[src/rtl/rdpwm_pkg.sv]
package rdpwm_pkg;
    localparam logic [2:0] IDX_CTRL  = 3'd0;
    localparam logic [2:0] IDX_STAT  = 3'd1;
    localparam logic [2:0] IDX_SPAN  = 3'd4;
    localparam logic [2:0] IDX_MARK  = 3'd5;

    localparam int unsigned CTRL_EN_BIT = 0;
    localparam int unsigned CTRL_MS_BIT = 7;

    localparam int unsigned FLG_PERIOD = 0;
    localparam int unsigned FLG_SAT    = 1;
    localparam int unsigned FLG_ZERO   = 2;
    localparam int unsigned FLG_LOAD   = 3;
    localparam int unsigned FLG_N      = 4;

    typedef enum logic [1:0] {
        ST_OFF  = 2'd0,
        ST_RUN  = 2'd1,
        ST_HALT = 2'd2
    } seq_state_e;
endpackage

[src/rtl/rdpwm_regs.sv]
module rdpwm_regs
    import rdpwm_pkg::*;
#(
    parameter int unsigned W = 16
) (
    input  logic         clk,
    input  logic         rst_n,
    input  logic         we,
    input  logic [2:0]   idx,
    input  logic [W-1:0] wdata,
    output logic [W-1:0] rdata,
    output logic         en,
    output logic         ms,
    output logic [W-1:0] shd_span,
    output logic [W-1:0] shd_mark,
    input  logic         ev_period,
    input  logic         ev_sat,
    input  logic         ev_load
);
    logic             en_q, ms_q;
    logic [W-1:0]     span_q, mark_q;
    logic [FLG_N-1:0] flg_q, flg_set, flg_clr;
    logic             wr_ctrl, wr_stat, wr_span, wr_mark, zero_wr;

    assign wr_ctrl = we && (idx == IDX_CTRL);
    assign wr_stat = we && (idx == IDX_STAT);
    assign wr_span = we && (idx == IDX_SPAN);
    assign wr_mark = we && (idx == IDX_MARK);
    assign zero_wr = wr_span && (wdata == '0);

    always_comb begin
        flg_set             = '0;
        flg_set[FLG_PERIOD] = ev_period;
        flg_set[FLG_SAT]    = ev_sat;
        flg_set[FLG_ZERO]   = zero_wr;
        flg_set[FLG_LOAD]   = ev_load;
        flg_clr             = wr_stat ? wdata[FLG_N-1:0] : '0;
    end

    always_ff @(posedge clk or negedge rst_n) begin
        if (!rst_n) begin
            en_q   <= 1'b0;
            ms_q   <= 1'b0;
            span_q <= '0;
            mark_q <= '0;
            flg_q  <= '0;
        end else begin
            if (wr_ctrl) begin
                en_q <= wdata[CTRL_EN_BIT];
                ms_q <= wdata[CTRL_MS_BIT];
            end
            if (wr_span) span_q <= wdata;
            if (wr_mark) mark_q <= wdata;
            flg_q <= (flg_q & ~flg_clr) | flg_set;
        end
    end

    always_comb begin
        rdata = '0;
        unique case (idx)
            IDX_CTRL: begin
                rdata[CTRL_EN_BIT] = en_q;
                rdata[CTRL_MS_BIT] = ms_q;
            end
            IDX_STAT: rdata[FLG_N-1:0] = flg_q;
            IDX_SPAN: rdata = span_q;
            IDX_MARK: rdata = mark_q;
            default:  rdata = '0;
        endcase
    end

    assign en       = en_q;
    assign ms       = ms_q;
    assign shd_span = span_q;
    assign shd_mark = mark_q;

    // a zero span write raises the zero flag
    a_r10_zero_flag: assert property (@(posedge clk) disable iff (!rst_n)
        zero_wr |=> flg_q[FLG_ZERO]);

    // flags do not move without an event or a clear write
    a_r9_flags_hold: assert property (@(posedge clk) disable iff (!rst_n)
        (!wr_stat && (flg_set == '0)) |=> $stable(flg_q));

    // a clear write with no event leaves every written-one bit clear
    a_r9_w1c_clears: assert property (@(posedge clk) disable iff (!rst_n)
        (wr_stat && (flg_set == '0)) |=> ((flg_q & $past(wdata[FLG_N-1:0])) == '0));
endmodule

[src/rtl/rdpwm_seq.sv]
module rdpwm_seq
    import rdpwm_pkg::*;
#(
    parameter int unsigned W = 16
) (
    input  logic         clk,
    input  logic         rst_n,
    input  logic         tick,
    input  logic         en,
    input  logic         ms,
    input  logic [W-1:0] shd_span,
    input  logic [W-1:0] shd_mark,
    output logic         pwm_out,
    output logic         ev_period,
    output logic         ev_sat,
    output logic         ev_load
);
    seq_state_e   st_q, st_d;
    logic [W-1:0] cnt_q, act_span_q, act_mark_q, acc_q;
    logic [W:0]   acc_sum;
    logic [W-1:0] acc_diff, acc_nxt;
    logic         last, load, shd_zero, sat, hit;

    assign shd_zero = (shd_span == '0);
    assign last     = (cnt_q == act_span_q - 1'b1);
    assign sat      = (act_mark_q >= act_span_q);
    assign acc_sum  = {1'b0, acc_q} + {1'b0, act_mark_q};
    assign hit      = (acc_sum >= {1'b0, act_span_q});
    assign acc_diff = acc_sum[W-1:0] - act_span_q;
    assign acc_nxt  = sat ? acc_q : (hit ? acc_diff : acc_sum[W-1:0]);

    always_comb begin
        st_d      = st_q;
        load      = 1'b0;
        ev_period = 1'b0;
        if (!en) begin
            st_d = ST_OFF;
        end else begin
            unique case (st_q)
                ST_OFF: begin
                    if (shd_zero) st_d = ST_HALT;
                    else begin
                        st_d = ST_RUN;
                        load = 1'b1;
                    end
                end
                ST_RUN: begin
                    if (tick && last) begin
                        ev_period = 1'b1;
                        if (shd_zero) st_d = ST_HALT;
                        else load = 1'b1;
                    end
                end
                ST_HALT: begin
                    if (tick && !shd_zero) begin
                        st_d = ST_RUN;
                        load = 1'b1;
                    end
                end
                default: st_d = ST_OFF;
            endcase
        end
    end

    assign ev_load = load;
    assign ev_sat  = load && (shd_mark >= shd_span);

    always_ff @(posedge clk or negedge rst_n) begin
        if (!rst_n) st_q <= ST_OFF;
        else        st_q <= st_d;
    end

    always_ff @(posedge clk or negedge rst_n) begin
        if (!rst_n) begin
            cnt_q      <= '0;
            acc_q      <= '0;
            act_span_q <= '0;
            act_mark_q <= '0;
        end else if (load) begin
            act_span_q <= shd_span;
            act_mark_q <= shd_mark;
            cnt_q      <= '0;
            acc_q      <= '0;
        end else if (st_q == ST_RUN && en && tick) begin
            cnt_q <= last ? '0 : cnt_q + 1'b1;
            acc_q <= last ? '0 : acc_nxt;
        end else if (st_q != ST_RUN || !en) begin
            cnt_q <= '0;
            acc_q <= '0;
        end
    end

    always_comb begin
        pwm_out = 1'b0;
        if (st_q == ST_RUN) begin
            if (ms) pwm_out = (cnt_q < act_mark_q);
            else    pwm_out = sat || hit;
        end
    end

    // disabling forces the output low and the counter to zero
    a_r2_off_low: assert property (@(posedge clk) disable iff (!rst_n)
        !en |=> (!pwm_out && cnt_q == '0));

    // the running counter never leaves the active period
    a_r3_cnt_in_span: assert property (@(posedge clk) disable iff (!rst_n)
        (st_q == ST_RUN) |-> (cnt_q < act_span_q));

    // without a tick the counter holds
    a_r8_hold_no_tick: assert property (@(posedge clk) disable iff (!rst_n)
        (st_q == ST_RUN && en && !tick) |=> $stable(cnt_q));

    // active counts change only at a period boundary
    a_r7_no_mid_load: assert property (@(posedge clk) disable iff (!rst_n)
        (st_q == ST_RUN && en && !(tick && last)) |=>
            ($stable(act_span_q) && $stable(act_mark_q)));
endmodule

[src/rtl/rdpwm_channel.sv]
module rdpwm_channel #(
    parameter int unsigned W = 16
) (
    input  logic         clk,
    input  logic         rst_n,
    input  logic         tick_en,
    input  logic         reg_we,
    input  logic [2:0]   reg_idx,
    input  logic [W-1:0] reg_wdata,
    output logic [W-1:0] reg_rdata,
    output logic         pwm_out
);
    logic         en, ms, ev_period, ev_sat, ev_load;
    logic [W-1:0] shd_span, shd_mark;

    rdpwm_regs #(.W(W)) regs_i (
        .clk       (clk),
        .rst_n     (rst_n),
        .we        (reg_we),
        .idx       (reg_idx),
        .wdata     (reg_wdata),
        .rdata     (reg_rdata),
        .en        (en),
        .ms        (ms),
        .shd_span  (shd_span),
        .shd_mark  (shd_mark),
        .ev_period (ev_period),
        .ev_sat    (ev_sat),
        .ev_load   (ev_load)
    );

    rdpwm_seq #(.W(W)) seq_i (
        .clk       (clk),
        .rst_n     (rst_n),
        .tick      (tick_en),
        .en        (en),
        .ms        (ms),
        .shd_span  (shd_span),
        .shd_mark  (shd_mark),
        .pwm_out   (pwm_out),
        .ev_period (ev_period),
        .ev_sat    (ev_sat),
        .ev_load   (ev_load)
    );
endmodule

[config.mk]
export PLATFORM = sky130hd
export DESIGN_NAME = rdpwm_channel
export DESIGN_NICKNAME = d
export VERILOG_FILES = /design/src/rtl/rdpwm_pkg.sv /design/src/rtl/rdpwm_regs.sv /design/src/rtl/rdpwm_seq.sv /design/src/rtl/rdpwm_channel.sv
export SDC_FILE = /design/constraint.sdc
export NUM_CORES = 1
export LEC_CHECK = 0
export BUFFER_PORTS_ARGS = -buffer_cell sky130_fd_sc_hd__buf_2
export CORE_MARGIN = 2
export CORE_UTILIZATION = 54
export CTS_CLUSTER_DIAMETER = 60
export DETAILED_ROUTE_END_ITERATION = 7
export PLACE_DENSITY = 0.73
export SETUP_SLACK_MARGIN = 0.3
export SLEW_MARGIN = 10
export SYNTH_ARGS = -nofsm -noshare
export SYNTH_HDL_FRONTEND = slang
export SYNTH_SLANG_ARGS = --single-unit
[constraint.sdc]
create_clock -name clk -period 6 [get_ports clk]
set_clock_uncertainty 0.15 [all_clocks]
set_input_delay 0 -clock clk [delete_from_list [all_inputs] [get_ports clk]]
set_output_delay 0 -clock clk [all_outputs]
set_load 0.05 [all_outputs]
After elaboration in Yosys (flattened, before gate mapping)
Index checks and enable logic that the tools add are counted.

Input port bits: 23. Register bits after elaboration: 104.

$lt $le $gt $ge: 4. Bitwise operators: 3. Reductions and logical operators: 21. $add $sub $neg: 4. Muxes and demuxes: 31. Equality and inequality tests: 11.

Operators by type and width (number): $mux 16 (9); $ge 16x16->1 (2); $logic_not 16->1 (2); $add 16x16->17 (1); $ge 17x16->1 (1); $add 16x1->16 const B (1); $eq 16x16->1 (1); $lt 16x16->1 (1); $pmux 8 s2 (1); $sub 16x1->16 const B (1); $sub 16x16->16 (1); $logic_and 1x1->1 (10); $mux 2 (5); $mux 1 (9); $ne 3x2->1 const B (3); $pmux 3 s3 (1); $eq 3x3->1 const B (2); $pmux 1 s3 (2); $pmux 2 s3 (1); $pmux 3 s2 (1); $and 4x4->4 (1); $mux 4 (1); $ne 4x2->1 const B (1); $not 4->4 (1); 13 further kinds (15).

Logic depth before layout (Yosys ltp)
Gate-level depths: netlist of run 1.

Depth in word-level cells: 8. Gate-level depth with buffers: 22. Depth with buffers taken out: 20.

By module
Synthesis of run 1 repeated with hierarchy kept, for this count alone.

Cell total of the unflattened synthesis: 815. Area, all modules: 7981.4 um^2.

By module, submodules not included: rdpwm_seq (cells each 679, instances 1, area each 6115.9 um^2, sequential area each 1651.6 um^2); rdpwm_regs (cells each 136, instances 1, area each 1865.5 um^2, sequential area each 950.9 um^2).

Least setup slack after synthesis of run 1
OpenSTA, ideal clock, no wires.

Kind: flip-flop to output port. Start point: register seq_i.act_mark_q[0]. End point: output port pwm_out. Data arrival time: 5.167 ns. Path slack: 0.683 ns. Required time: 5.850 ns. Cell stages (with the launch flop): 23. Buffers on the path: 2. Cells stage by stage: dfrtp_1 ha_1 inv_1 fa_1 nor2b_1 o31a_1 nor2_1 o21a_1 o21bai_1 a21oi_1 xnor2_1 ha_1 and3_1 and3_1 o2111ai_1 and3_1 o21a_1 nand2b_1 nand2b_1 clkbuf_1 clkbuf_1 o21ai_0 nor3_1.

Cells in the longest elaborated chain, start to end: 5. Elaborated cells on any way between the ends: 7. Those cells by class: add/sub (1); order compare (3); mux (2); reduce/logical (1).

Ends and longest elaborated chain: start: declaration (RTL line rdpwm_seq.sv:19) `logic [W-1:0] cnt_q, act_span_q, act_mark_q, acc_q;`; start signal: assignment (RTL line rdpwm_seq.sv:81) `act_mark_q <= shd_mark;`; $add 16x16->17 (RTL line rdpwm_seq.sv:27) `assign acc_sum = {1'b0, acc_q} + {1'b0, act_mark_q};`; $ge 17x16->1 (RTL line rdpwm_seq.sv:28) `assign hit = (acc_sum >= {1'b0, act_span_q});`; $logic_or 1x1->1 (RTL line rdpwm_seq.sv:97) `else pwm_out = sat || hit;`; $mux 1 * (RTL line rdpwm_seq.sv:96) `if (ms) pwm_out = (cnt_q < act_mark_q);`; $mux 1 * (RTL line rdpwm_seq.sv:95) `if (st_q == ST_RUN) begin`; end: declaration (RTL line rdpwm_channel.sv:11) `output logic pwm_out`.

Every way passes the cells marked *; elsewhere a longest branch is shown, timed or not.

Worst setup path in the final report of run 1
Ends and elaborated chain as after synthesis.

==> results.json, run 1 <==
{
  "criticalPathCategory": "reg2out",
  "synthesis.area_mm2": 0.00773,
  "synth_area_per_cell_um2": 8.96,
  "fmax_mhz": 214,
  "cellPowerDensity_mw_per_mm2": 531,
  "hold_start": "reg_idx[2]",
  "synth_warnings": 0,
  "slew_viol_final": 0,
  "setup_violations": 0,
  "grt_pass1_wl_um": 32900,
  "clk_latency_ns": 0.36,
  "dp_cells": 1060,
  "yosys.area.top_type_share": 0.337,
  "layout_commonest_cell": "dfrtp_1",
  "ant_nets": 0,
  "r2r_end": "seq_i.acc_q[1]",
  "power_leakage_nw": 4.03,
  "finalCritPeriodShare": 0.777,
  "cts.repair.resized": 0,
  "fp.coreArea_mm2": 0.0139,
  "synth_cell_types": 63,
  "whs_path_depth": 3,
  "peakVddDrop_uv": 276,
  "grt_antenna_before_repair": 0,
  "cts_setup_buffers": 0,
  "hold_violations": 0,
  "die_area_mm2": 0.0153,
  "fin_cells": 1096,
  "die_h_um": 124,
  "cp.required_ns": 5.85,
  "routed_via_density": 6.01,
  "ys.flop_type": "dfrtp_1",
  "place_hpwl_um": 15200,
  "ios": 40,
  "rr_worst_depth": 21,
  "remaining_drc_errors": 0,
  "start_kind": "flip-flop",
  "tritoncts": "built",
  "clock_sinks": 104,
  "grt_pass1_vias": 6298,
  "end_kind": "output pin",
  "numCtsBuffers": 9,
  "diodes": 0,
  "r2r_start": "seq_i.act_mark_q[0]",
  "crit_fanout": 4,
  "mostFrequentLayoutCells": "dfrtp_1, nand2_1, ha_1, o21ai_0, nor2_1",
  "cts-root-buf": "clkbuf_16",
  "r2r_setup_slack_ns": 1.40,
  "relSlewSlack": 0.326,
  "rows": 43,
  "grt_max_degree": 57,
  "drt_wl_total_um": 20300,
  "synthArstFlopShare": 1.00,
  "syn2layout_area_growth_pct": 10.9,
  "ys_seq_elements": 104,
  "initial_core_util": 0.554,
  "synth_area_leaders": "dfrtp_1, ha_1, mux2i_1",
  "tightest_slew_ns": 1.01,
  "netlist_instances": 862,
  "tns_ns": 0,
  "power.total_w": 0.00455,
  "rsz0062_at_grt": "false",
  "vias": 6583,
  "synth_edf_count": 0,
  "period_minus_slack_ns": 4.66,
  "clk_pin_slew_ns": 0.08,
  "drive_gt1_frac": 0.105,
  "finalNetCount": 1018,
  "synth_area_leader_cell": "dfrtp_1",
  "status": "completed",
  "worst-endpoint-arrival_ns": 4.51,
  "seq_area_frac_synth": 0.337,
  "first_pass_iters": 5,
  "drv_cap": 0,
  "hold_class": "in2reg",
  "die_w_um": 124,
  "worst_setup_path_startpoint": "seq_i.act_mark_q[0]",
  "drt_iter0_markers": 470,
  "port_buffers": 39,
  "gp_congestion": 0.920,
  "clock_path_buffers": 2,
  "synth_nets": 968,
  "grt_overflow": 0,
  "cts_max_level": 3,
  "post_drt_wl_per_cell_um": 18.5,
  "grtUsageTotal": 0.281,
  "min_to": "regs_i.ms"
}
-- routing by layer --
metal  global-route usage  part of all wire  wire (um)
met2                0.456              0.47       9590
met3               0.0472             0.035        705
met4                0.106             0.037        754
met5                    0                 0          0
met1                0.379              0.46       9230
-- flip-flops by register name, summed over array words and instances (netlist names) --
| register | flops |
|---|---|
| regs_i.en | 1 |
| regs_i.flg_q | 4 |
| regs_i.ms | 1 |
| regs_i.shd_mark | 16 |
| regs_i.shd_span | 16 |
| seq_i.acc_q | 16 |
| seq_i.act_mark_q | 16 |
| seq_i.act_span_q | 16 |
| seq_i.cnt_q | 16 |
| seq_i.st_q | 2 |
-- cell usage after synthesis, drive strengths merged (6+ instances only) --
cell	count
nor2b	9
mux2i	40
buf	6
mux2	21
clkbuf	23
nand2	89
inv	56
a21oi	35
xor2	18
nand3	19
o21ai	86
o21a	10
and3	15
nand2b	14
ha	81
xnor2	29
dfrtp	104
o211ai	6
nor3	17
nor4	17
a211oi	11
a31oi	9
a21o	11
o211a	6
nor2	62
-- worst max path at each step --
| stage | to | cells after the start |
|---|---|---|
| global route | pwm_out | 17 |
| CTS | pwm_out | 21 |
| finish | pwm_out | 21 |
| detailed placement | seq_i.acc_q[1] | 17 |
| floorplan | pwm_out | 22 |
| global placement | seq_i.acc_q[0] | 21 |
-- kinds of logic after synthesis --
logic type                 Yosys count  share of synthesized area
adders and majority gates           83                      0.136
xor gates and xnor gates            47                     0.0533
AOI/OAI and AO/OA                  213                      0.176
muxes                               62                     0.0853
DFF                                104                      0.337
buffers and inverters               85                     0.0444
and+or+nand+nor                    268                      0.168
-- critical path: stages (launching register included) --
cell and delay (ns):
dfrtp_1 0.37, ha_1 0.20, inv_1 0.07, fa_1 0.42, nor2b_1 0.17, o31a_1 0.18, nor2_1 0.07, o21a_1 0.20
o21bai_1 0.12, a21oi_1 0.09, xnor2_1 0.14, ha_1 0.34, and3_1 0.19, and3_1 0.22, o2111ai_1 0.11, and3_1 0.21
o21a_1 0.18, nand2b_1 0.15, nand2b_1 0.12, o21ai_0 0.10, nor3_1 0.21, buf_2 0.30
-- power breakdown --
| part | switching (W) | internal [W] | total [W] |
|---|---|---|---|
| combinational | 0.00161 | 0.00124 | 0.00285 |
| sequential | 0.000234 | 0.000890 | 0.00112 |
| clock | 0.000290 | 0.000286 | 0.000576 |
| total | 0.00213 | 0.00242 | 0.00455 |
-- layout make-up --
cell class,instances,area (um^2)
clock inverter,6,55.1
timing repair buffer,68,468
tap,180,225
multi-input combinational,673,4780
fill,1212,5370
sequential,104,2600
inverter,56,210
clock buffer,9,225
-- per-stage QoR --
stage                     area, um^2  setup slack, ns  hold slack [ns]   util
after floorplan                 7730            0.683           -0.446      -
after global placement          8080             1.61          -0.0853  0.580
after detailed placement        8080             1.48          -0.0748  0.580
after CTS                       8570             1.35           0.0176  0.615
after global routing            8570            0.895           0.0465  0.615
final                           8570             1.34           0.0334  0.615
-- what timing repair did --
item | CTS | global route
setup endpoints to repair | 0 | 0
hold buffers | 21 | 0
endpoints found under the hold margin | 91 | 0
Note: power is estimated with default switching activity, not from simulation.
==> run 2: changes to the inputs <==
clock period = 4.32 ns   (was 6 ns; I/O delays follow)
==> run 2 against run 1 <==
The flow now finishes with violations (negative setup slack); core utilization increased by 3.8 points; non-clock buffer count is 35 higher; worst setup slack got worse by 1.4 ns; critical path type unchanged; largest power group unchanged.
==> results.json, run 2 (synthesis results as in run 1) <==
{
  "status": "finished, violations left",
  "violations": "negative setup slack",
  "finalNetCount": 1053,
  "tns_ns": -0.0449,
  "tritoncts": "built",
  "ios": 40,
  "place_worst_setup_slack_ns": -0.00340,
  "fmax_mhz": 230,
  "routed_via_density": 5.92,
  "worst-endpoint-arrival_ns": 4.20,
  "grtUsageTotal": 0.281,
  "drt_iter0_markers": 453,
  "first_pass_iters": 5,
  "period_minus_slack_ns": 4.35,
  "fillers": 1121,
  "die_h_um": 124,
  "drive_gt1_frac": 0.167,
  "rsz0062_at_grt": "true",
  "crit_top_cell": "and3_4",
  "power_leakage_nw": 4.27,
  "grt_overflow": 0,
  "ant_nets": 0,
  "die_w_um": 124,
  "cp_slowest_cell": "dfrtp_1",
  "final.setup.worst_slack_ns": -0.0298,
  "post_drt_wl_per_cell_um": 18.1,
  "setup_violations": 4,
  "clock_sinks": 104,
  "rows": 43,
  "hold_class": "in2reg",
  "cts_max_level": 3,
  "grt_pass1_wl_um": 32900,
  "vias": 6704,
  "place_hpwl_um": 15200,
  "mostFrequentLayoutCells": "dfrtp_1, nand2_1, ha_1, nor2_1, inv_1",
  "cellPowerDensity_mw_per_mm2": 821,
  "place_area_mm2": 0.00823,
  "grt_antenna_before_repair": 0,
  "hold_violations": 0,
  "remaining_drc_errors": 0,
  "final_cell_area_mm2": 0.00910,
  "end_kind": "output pin",
  "path_cells": "ha_1 > o21ai_0 > o21bai_1 > a21oi_2 > or2_2 > a21oi_1 > nor2_1 > xnor2_1 > ha_1 > and3_4 > and3_4 > nand3_1 > and3_4 > o21a_1 > nand2b_4 > nand2b_4 > buf_6 > o21ai_4 > nor3_4 > buf_6",
  "numCtsBuffers": 9,
  "finalCritPeriodShare": 1.01,
  "grt_max_degree": 75,
  "whs_ns": 0.0278,
  "peakVddDrop_uv": 474,
  "crit_fanout": 4,
  "slew_viol_final": 0,
  "drt_wl_total_um": 20500,
  "cp.required_ns": 4.17,
  "relSlewSlack": 0.339,
  "port_buffers": 39,
  "clock_path_buffers": 2,
  "grt_pass1_vias": 6541,
  "drv_cap": 0,
  "clk_pin_slew_ns": 0.08,
  "layout_commonest_cell": "dfrtp_1",
  "fp.coreArea_mm2": 0.0139,
  "start_kind": "flip-flop",
  "gp_congestion": 0.958,
  "cts-root-buf": "clkbuf_16",
  "initial_core_util": 0.554,
  "die_area_mm2": 0.0153,
  "criticalPathCategory": "reg2out",
  "clk_latency_ns": 0.36,
  "cpPeakStageDelay_ns": 0.41,
  "syn2layout_area_growth_pct": 17.7,
  "tightest_slew_ns": 0.991,
  "diodes": 0
}
[run 2: changes by cell type in the layout (fill, tap and decap cells not counted), sizes merged]
cell / previous run / this run
clkinvlp: 1 / 0
buf: 47 / 81
inv: 58 / 60
clkinv: 3 / 2
clkbuf: 9 / 11
[run 2: power by group]
group / leakage (nW) / internal, W / switching, W
Clock: 0.147 / 0.000422 / 0.000413
Sequential: 1.33 / 0.00124 / 0.000313
Combinational: 2.80 / 0.00248 / 0.00261
Total: 4.27 / 0.00413 / 0.00334
[run 2: per-layer routing]
metal  up-vias  track usage  wire, um
li1       3277            -         -
met1      3168        0.366      9130
met2       200        0.461      9500
met3        59       0.0504       888
met4         0        0.116       975
met5         -            0         0
[run 2: cell type report]
cell class | count | area (um^2) | share of cell area
Clock buffer | 10 | 239 | 0.0263
Clock inverter | 6 | 57.6 | 0.00633
Inverter | 56 | 210 | 0.0231
Multi-Input combinational cell | 673 | 4930 | 0.543
Sequential cell | 104 | 2600 | 0.286
Tap cell | 180 | 225 | 0.0248
Timing Repair Buffer | 103 | 827 | 0.0909
[run 2: metrics by stage]
step | utilization | power (W) | cells
after CTS | 0.640 | 0.00692 | 1124
after global placement | 0.591 | 0.00554 | 1072
after global routing | 0.653 | 0.00803 | 1132
final | 0.653 | 0.00747 | 1132
after floorplan | - | 0.00466 | 862
after detailed placement | 0.591 | 0.00561 | 1072
[run 2: critical path, delay by kind of cell (launching register included)]
family | cells | cell delay [ns]
AOI/OAI and AO/OA | 6 | 0.80
xor gates and xnor gates | 1 | 0.16
adders and majority gates | 2 | 0.73
buffers and inverters | 2 | 0.28
DFF | 1 | 0.41
and+or+nand+nor | 9 | 1.46
[run 2: path summary, 6_finish.rpt]
kind                                  endpoint           startpoint  depth (start not counted)  slack, ns
max                                    pwm_out  seq_i.act_mark_q[2]                         20      -0.03
min reg2reg                     seq_i.acc_q[4]       seq_i.acc_q[4]                          2       0.34
min in group asynchronous       seq_i.cnt_q[6]                rst_n                          2       0.20
min                            regs_i.flg_q[3]           reg_idx[2]                          4       0.03
max in group asynchronous  seq_i.act_span_q[8]                rst_n                          3       2.83
max reg2reg                     seq_i.acc_q[9]  seq_i.act_mark_q[2]                         22      -0.01
[run 2: repair_timing]
item	CTS	global route
endpoints found under the hold margin	116	0
endpoints found under the setup margin	16	46
gates cloned	0	1
buffers inserted	15	7
hold buffers	21	0
resized for setup	28	23
pin swaps	15	20
